File: src/rtl/ucode_regfile_pkg.sv
// Package: shared constants for the datapath register bank.
// Assumes a 32-bit datapath, an 8-bit opcode and a 4-bit B source code.
package ucode_regfile_pkg;

    localparam int DATA_W   = 32;
    localparam int OP_W     = 8;
    localparam int SEL_W    = 4;
    localparam int NUM_CREG = 9;

    // Write-mask bit positions, one for each C-bus writable register
    localparam int W_STK   = 0;
    localparam int W_FRAME = 1;
    localparam int W_POOL  = 2;
    localparam int W_TOP   = 3;
    localparam int W_SCR   = 4;
    localparam int W_HOLD  = 5;
    localparam int W_MADDR = 6;
    localparam int W_MDATA = 7;
    localparam int W_PCNT  = 8;

    // B-bus source codes; every code not listed drives zero
    typedef enum logic [3:0] {
        BS_STK   = 4'd0,
        BS_FRAME = 4'd1,
        BS_POOL  = 4'd2,
        BS_TOP   = 4'd3,
        BS_SCR   = 4'd4,
        BS_MDATA = 4'd5,
        BS_PCNT  = 4'd6,
        BS_OP_SX = 4'd7,
        BS_OP_ZX = 4'd8
    } bsel_e;

endpackage

File: src/rtl/regfile_word.sv
// Module: regfile_word
// A single datapath register with one write source and synchronous
// active-low reset. Assumes the write enable is already decoded.
module regfile_word #(
    parameter int W = 32
) (
    input  logic         clk,
    input  logic         rst_n,
    input  logic         we,
    input  logic [W-1:0] d,
    output logic [W-1:0] q
);

    // Clear on reset, otherwise load when enabled
    always_ff @(posedge clk) begin
        if (!rst_n)  q <= '0;
        else if (we) q <= d;
    end


    hold_when_idle_chk: assert property (@(posedge clk) disable iff (!rst_n)
        (rst_n && !we) |=> $stable(q));


    load_when_enabled_chk: assert property (@(posedge clk) disable iff (!rst_n)
        (rst_n && we) |=> (q == $past(d)));

endmodule

File: src/rtl/regfile_mdata.sv
// Module: regfile_mdata
// The memory-data register. It has two write sources, the C bus and
// memory read data. Assumes the memory load takes priority when both
// are requested in the same cycle.
module regfile_mdata #(
    parameter int W = 32
) (
    input  logic         clk,
    input  logic         rst_n,
    input  logic         c_we,
    input  logic [W-1:0] c_d,
    input  logic         m_we,
    input  logic [W-1:0] m_d,
    output logic [W-1:0] q
);

    // Reset, then memory load, then C-bus load, in that priority
    always_ff @(posedge clk) begin
        if (!rst_n)    q <= '0;
        else if (m_we) q <= m_d;
        else if (c_we) q <= c_d;
    end


    mem_load_wins_chk: assert property (@(posedge clk) disable iff (!rst_n)
        (rst_n && m_we) |=> (q == $past(m_d)));


    cbus_load_chk: assert property (@(posedge clk) disable iff (!rst_n)
        (rst_n && c_we && !m_we) |=> (q == $past(c_d)));


    mdata_hold_chk: assert property (@(posedge clk) disable iff (!rst_n)
        (rst_n && !c_we && !m_we) |=> $stable(q));

endmodule

File: src/rtl/regfile_bsel.sv
// Module: regfile_bsel
// B-bus source multiplexer. Selects one of seven word registers, or the
// opcode byte widened by sign or zero extension. Unused codes drive zero.
// The memory-address register is deliberately not an input.
module regfile_bsel
    import ucode_regfile_pkg::*;
#(
    parameter int DW = 32,
    parameter int OW = 8,
    parameter int SW = 4
) (
    input  logic [SW-1:0] sel,
    input  logic [DW-1:0] stk,
    input  logic [DW-1:0] frame,
    input  logic [DW-1:0] pool,
    input  logic [DW-1:0] top,
    input  logic [DW-1:0] scr,
    input  logic [DW-1:0] mdata,
    input  logic [DW-1:0] pcnt,
    input  logic [OW-1:0] op,
    output logic [DW-1:0] bus
);

    localparam int EXT_W = DW - OW;

    logic [DW-1:0] op_sx;
    logic [DW-1:0] op_zx;

    // Widen the opcode byte both ways
    always_comb begin
        op_sx = {{EXT_W{op[OW-1]}}, op};
        op_zx = {{EXT_W{1'b0}}, op};
    end

    // Route the selected source onto the bus
    always_comb begin
        case (sel)
            SW'(BS_STK):   bus = stk;
            SW'(BS_FRAME): bus = frame;
            SW'(BS_POOL):  bus = pool;
            SW'(BS_TOP):   bus = top;
            SW'(BS_SCR):   bus = scr;
            SW'(BS_MDATA): bus = mdata;
            SW'(BS_PCNT):  bus = pcnt;
            SW'(BS_OP_SX): bus = op_sx;
            SW'(BS_OP_ZX): bus = op_zx;
            default:       bus = '0;
        endcase
    end

endmodule

File: src/rtl/ucode_regfile.sv
// Module: ucode_regfile (top)
// Register bank of the stack-machine datapath. Nine word registers are
// written from the C bus under a one-hot-per-register mask; the
// memory-data register can also be loaded from memory; the opcode byte is
// loaded only from the fetch port. Assumes the mask bit positions fixed in
// ucode_regfile_pkg and a synchronous active-low reset.
module ucode_regfile
    import ucode_regfile_pkg::*;
#(
    parameter int DW = DATA_W,
    parameter int OW = OP_W,
    parameter int SW = SEL_W
) (
    input  logic          clk,
    input  logic          rst_n,
    input  logic [DW-1:0] c_bus,
    input  logic [NUM_CREG-1:0] c_wr_mask,
    input  logic [SW-1:0] b_sel,
    output logic [DW-1:0] b_bus,
    output logic [DW-1:0] alu_a,
    input  logic          mem_rd_valid,
    input  logic [DW-1:0] mem_rd_data,
    input  logic          fetch_valid,
    input  logic [OW-1:0] fetch_byte,
    output logic [DW-1:0] mem_addr,
    output logic [DW-1:0] mem_wdata,
    output logic [DW-1:0] fetch_addr
);

    localparam int NR = NUM_CREG;

    logic [NR-1:0][DW-1:0] rq;
    logic [OW-1:0]         op_q;

    // One register per mask bit; the memory-data slot takes two sources
    for (genvar i = 0; i < NR; i++) begin : g_reg
        if (i == W_MDATA) begin : g_mdata
            regfile_mdata #(.W(DW)) u_reg (
                .clk  (clk),
                .rst_n(rst_n),
                .c_we (c_wr_mask[i]),
                .c_d  (c_bus),
                .m_we (mem_rd_valid),
                .m_d  (mem_rd_data),
                .q    (rq[i])
            );
        end else begin : g_word
            regfile_word #(.W(DW)) u_reg (
                .clk  (clk),
                .rst_n(rst_n),
                .we   (c_wr_mask[i]),
                .d    (c_bus),
                .q    (rq[i])
            );
        end
    end

    // Opcode byte: loaded from the fetch port only
    always_ff @(posedge clk) begin
        if (!rst_n)           op_q <= '0;
        else if (fetch_valid) op_q <= fetch_byte;
    end

    regfile_bsel #(.DW(DW), .OW(OW), .SW(SW)) u_bsel (
        .sel  (b_sel),
        .stk  (rq[W_STK]),
        .frame(rq[W_FRAME]),
        .pool (rq[W_POOL]),
        .top  (rq[W_TOP]),
        .scr  (rq[W_SCR]),
        .mdata(rq[W_MDATA]),
        .pcnt (rq[W_PCNT]),
        .op   (op_q),
        .bus  (b_bus)
    );

    // Drive the fixed outputs straight from their registers
    always_comb begin
        alu_a      = rq[W_HOLD];
        mem_addr   = rq[W_MADDR];
        mem_wdata  = rq[W_MDATA];
        fetch_addr = rq[W_PCNT];
    end


    op_byte_fetch_only_chk: assert property (@(posedge clk) disable iff (!rst_n)
        (rst_n && !fetch_valid) |=> $stable(op_q));


    sx_upper_copy_chk: assert property (@(posedge clk) disable iff (!rst_n)
        (b_sel == SW'(BS_OP_SX)) |-> (b_bus[DW-1:OW] == {(DW-OW){b_bus[OW-1]}}));


    zx_upper_zero_chk: assert property (@(posedge clk) disable iff (!rst_n)
        (b_sel == SW'(BS_OP_ZX)) |-> (b_bus[DW-1:OW] == '0));


    unused_code_zero_chk: assert property (@(posedge clk) disable iff (!rst_n)
        (b_sel > SW'(BS_OP_ZX)) |-> (b_bus == '0));


    maddr_port_chk: assert property (@(posedge clk) disable iff (!rst_n)
        (rst_n && c_wr_mask[W_MADDR]) |=> (mem_addr == $past(c_bus)));

endmodule

File: config.mk
export PLATFORM = sky130hd
export DESIGN_NAME = ucode_regfile
export DESIGN_NICKNAME = d
export VERILOG_FILES = /design/src/rtl/ucode_regfile_pkg.sv /design/src/rtl/regfile_word.sv /design/src/rtl/regfile_mdata.sv /design/src/rtl/regfile_bsel.sv /design/src/rtl/ucode_regfile.sv
export SDC_FILE = /design/constraint.sdc
export NUM_CORES = 1
export LEC_CHECK = 0
export ABC_AREA = 1
export BUFFER_PORTS_ARGS = -buffer_cell sky130_fd_sc_hd__buf_2
export CAP_MARGIN = 20
export CORE_UTILIZATION = 45
export DETAILED_ROUTE_END_ITERATION = 10
export GPL_ROUTABILITY_DRIVEN = 0
export PLACE_DENSITY = 0.81
export SYNTH_ARGS = -nofsm -noshare
export SYNTH_HDL_FRONTEND = slang
export SYNTH_HIERARCHICAL = 1
export SYNTH_SLANG_ARGS = --single-unit
export TNS_END_PERCENT = 10
File: constraint.sdc
create_clock -name clk -period 0.9 [get_ports clk]
set_input_delay 0.045 -clock clk [delete_from_list [all_inputs] [get_ports clk]]
set_output_delay 0.045 -clock clk [all_outputs]
set_load 0.005 [all_outputs]
==> results.sh <==
export IMPL_outcome="finished, violations left"
export IMPL_violations="negative setup slack"
export IMPL_drive_above_1_share_pct=19.8
export IMPL_synth_xor_area_share_pct=0
export IMPL_rsz0062_at_grt="true"
export IMPL_drt_iter0_drc=1707
export IMPL_synth_top_family_by_area="simple AND/OR/NAND/NOR gates"
export IMPL_min_period_ns=1.64
export IMPL_ir_drop_uv=1670
export IMPL_crit_required_ns=0.85
export IMPL_start_util_pct=45.8
export IMPL_cts_buffers=34
export IMPL_synth_avg_cell_area_um2=6.10
export IMPL_core_um2=32500
export IMPL_gr_total_overflow=0
export IMPL_placed_cells=3076
export IMPL_antenna_found_initial=1
export IMPL_synth_area_um2=14900
export IMPL_cts_htree_levels=2
export IMPL_synth_adder_area_share_pct=0
export IMPL_syn_inst=2443
export IMPL_path_class="flop to output pin"
export IMPL_mappedNetlistNets=2532
export IMPL_stdcell_area_um2=19400
export IMPL_tns_ns=-36.16
export IMPL_grt_max_degree=65
export IMPL_yosys_area_share_simple_pct=45.0
export IMPL_hold_viol=0
export IMPL_met3_usage_pct=5.78
export IMPL_routed_via_count=16000
export IMPL_setup_viol=161
export IMPL_cp_arrival_ns=1.59
export IMPL_fin_cells=3210
export IMPL_fp_dieW_um=184
export IMPL_synth_compound_area_share_pct=0.0336
export IMPL_start_kind="flop"
export IMPL_grt_pass1_vias=15100
export IMPL_grt_use_met1_pct=36.7
export IMPL_cts_tree="built"
export IMPL_hold_path_class="input port to flop"
export IMPL_die_h_um=184
export IMPL_use_met2_pct=46.7
export IMPL_synth_seq_cells=296
export IMPL_cts_max_path_buffers=3
export IMPL_clock_sinks=296
export IMPL_track_usage_pct=28.7
export IMPL_finalCritPeriodShare_pct=182
export IMPL_tightest_slew_ns=0.790
export IMPL_layout_nets=2832
export IMPL_dpl_hpwl_um=30900
export IMPL_layout_setup_ws_ns=-0.737
export IMPL_drtAntennaViolNets=0
export IMPL_slew_violations=0
export IMPL_maxSlewHeadroom_pct=47.3
export IMPL_dr_pass1_iters=6
export IMPL_remaining_drc_errors=0
export IMPL_place_area_um2=16600
export IMPL_yosys_warnings=6
export IMPL_wire_per_inst_um=15.6
export IMPL_rows=66
export IMPL_synth_area_mux_share_pct=0
export IMPL_grt_pass1_wl_um=77500
export IMPL_dieArea_um2=33900
export IMPL_leakagePower_nw=11.1
export IMPL_critPathMaxFanout=25
export IMPL_cap_viol_max_count=0
export IMPL_insertion_delay_ns=0.51
export IMPL_max_freq_mhz=611
export IMPL_power_mw=34.8
export IMPL_vias_per_cell=4.99
export IMPL_yosysSeqAreaShare_pct=39.8
export IMPL_ctsRootBufferMaster="clkbuf_16"
export IMPL_post_cts_buffers=0
export IMPL_end_kind="output pin"
export IMPL_path_clk_slew_ns=0.06
export IMPL_ys_types=19
export IMPL_diodes=0
export IMPL_io_pins=249
export IMPL_top_usage_layer="met2"
export IMPL_finish_utilization_pct=59.6
export IMPL_area_growth_pct=30.1
export IMPL_power_per_cell_area_nw_per_um2=1800
export IMPL_fin_skew_ns=0
export IMPL_io_buffers=248
export IMPL_wl_um=50100
-- worst max-delay path: stages (launching register included) --
cell     delay (ns)
dfxtp_2        0.33
nand3_2        0.09
buf_12         0.19
nand2_1        0.07
nor2_1         0.12
nand2_1        0.13
buf_2          0.15
-- cell families after synthesis --
| logic type | Yosys count |
|---|---|
| simple gates | 1693 |
| buf+inv | 453 |
| compound gates | 1 |
| flops | 296 |
-- metrics by stage --
stage	setup slack, ns	hold WS, ns
4_1_cts	-0.726	0.00119
3_5_place_dp	-0.342	0.344
2_1_floorplan	0.0174	0.143
5_1_grt	-0.787	0.0269
3_3_place_gp	-0.312	0.327
6_report	-0.737	0.0165
-- per-layer routing --
layer	share of wire [%]	routed length, um
met5	0	0
met1	41	20500
met2	46	23100
met3	9.0	4530
met4	4.0	1990
-- final timing paths --
check / start / endpoint / slack [ns] / cells past startpoint
worst max-delay path: op_q[7] / b_bus[12] / -0.74 / 6
worst min-delay path: c_wr_mask[5] / g_reg[5].g_word.u_reg/q[29] / 0.02 / 4
worst max register to register: g_reg[7].g_mdata.u_reg/q[6] / g_reg[7].g_mdata.u_reg/q[6] / 0.05 / 5
worst min register to register: g_reg[5].g_word.u_reg/q[23] / g_reg[5].g_word.u_reg/q[23] / 0.47 / 2
-- power breakdown --
part	total, mW	internal (mW)	switching [mW]
Clock	14.7	9.03	5.69
Combinational	5.38	2.31	3.07
Sequential	14.8	14.1	0.670
Total	34.8	25.4	9.43
-- Yosys cell counts --
| library cell | number | area share, % |
|---|---|---|
| buf_1 | 2 | 0.050 |
| buf_2 | 57 | 1.9 |
| buf_4 | 5 | 0.25 |
| buf_6 | 60 | 4.5 |
| buf_8 | 3 | 0.30 |
| clkbuf_1 | 9 | 0.23 |
| dfxtp_1 | 296 | 40 |
| inv_1 | 313 | 7.9 |
| inv_2 | 4 | 0.10 |
| nand2_1 | 851 | 21 |
| nand2_2 | 12 | 0.50 |
| nand3_1 | 220 | 7.4 |
| nand3_2 | 1 | 0.067 |
| nor2_1 | 602 | 15 |
| nor2_2 | 4 | 0.17 |
| nor2_4 | 1 | 0.076 |
| nor2_8 | 1 | 0.13 |
| nor3_1 | 1 | 0.034 |
| o21ai_0 | 1 | 0.034 |
-- flip-flops by register name, summed over array words and instances (netlist names) --
signal and count:
g.g_word.u_reg/q 256, g.g_mdata.u_reg/q 32, op_q 8
-- timing repair --
item                                   4_1_cts  5_1_grt
pin swaps                                    7        4
cloned                                       0        0
hold buffers                                73        0
setup endpoints to repair                  160      175
endpoints found under the hold margin      285        0
gates resized for setup                    198       69
-- cell type report --
type | count | area [um2]
Sequential cell | 296 | 6140
Multi-Input combinational cell | 1694 | 6750
Inverter | 317 | 1190
Clock inverter | 10 | 135
Fill cell | 2815 | 13100
Timing Repair Buffer | 400 | 3560
Clock buffer | 51 | 1060
Tap cell | 442 | 553
-- cell usage in the layout (no fill, tap or decap) --
cell type       instances
buf_12                 31
buf_2                 164
buf_4                  27
buf_6                 104
bufinv_16               3
clkbuf_1                6
clkbuf_16              37
clkbuf_8                9
clkinv_2                5
clkinv_4                1
dfxtp_1               165
dfxtp_2               112
dfxtp_4                19
dlygate4sd3_1          72
dlymetal6s2s_1          1
inv_1                 313
inv_2                   4
inv_8                   1
nand2_1               850
nand2_2                13
nand3_1               220
nand3_2                 1
nor2_1                593
nor2_2                 10
nor2_4                  4
nor2_8                  1
nor3_2                  1
o21ai_0                 1
(Power assumes the default switching activity.)
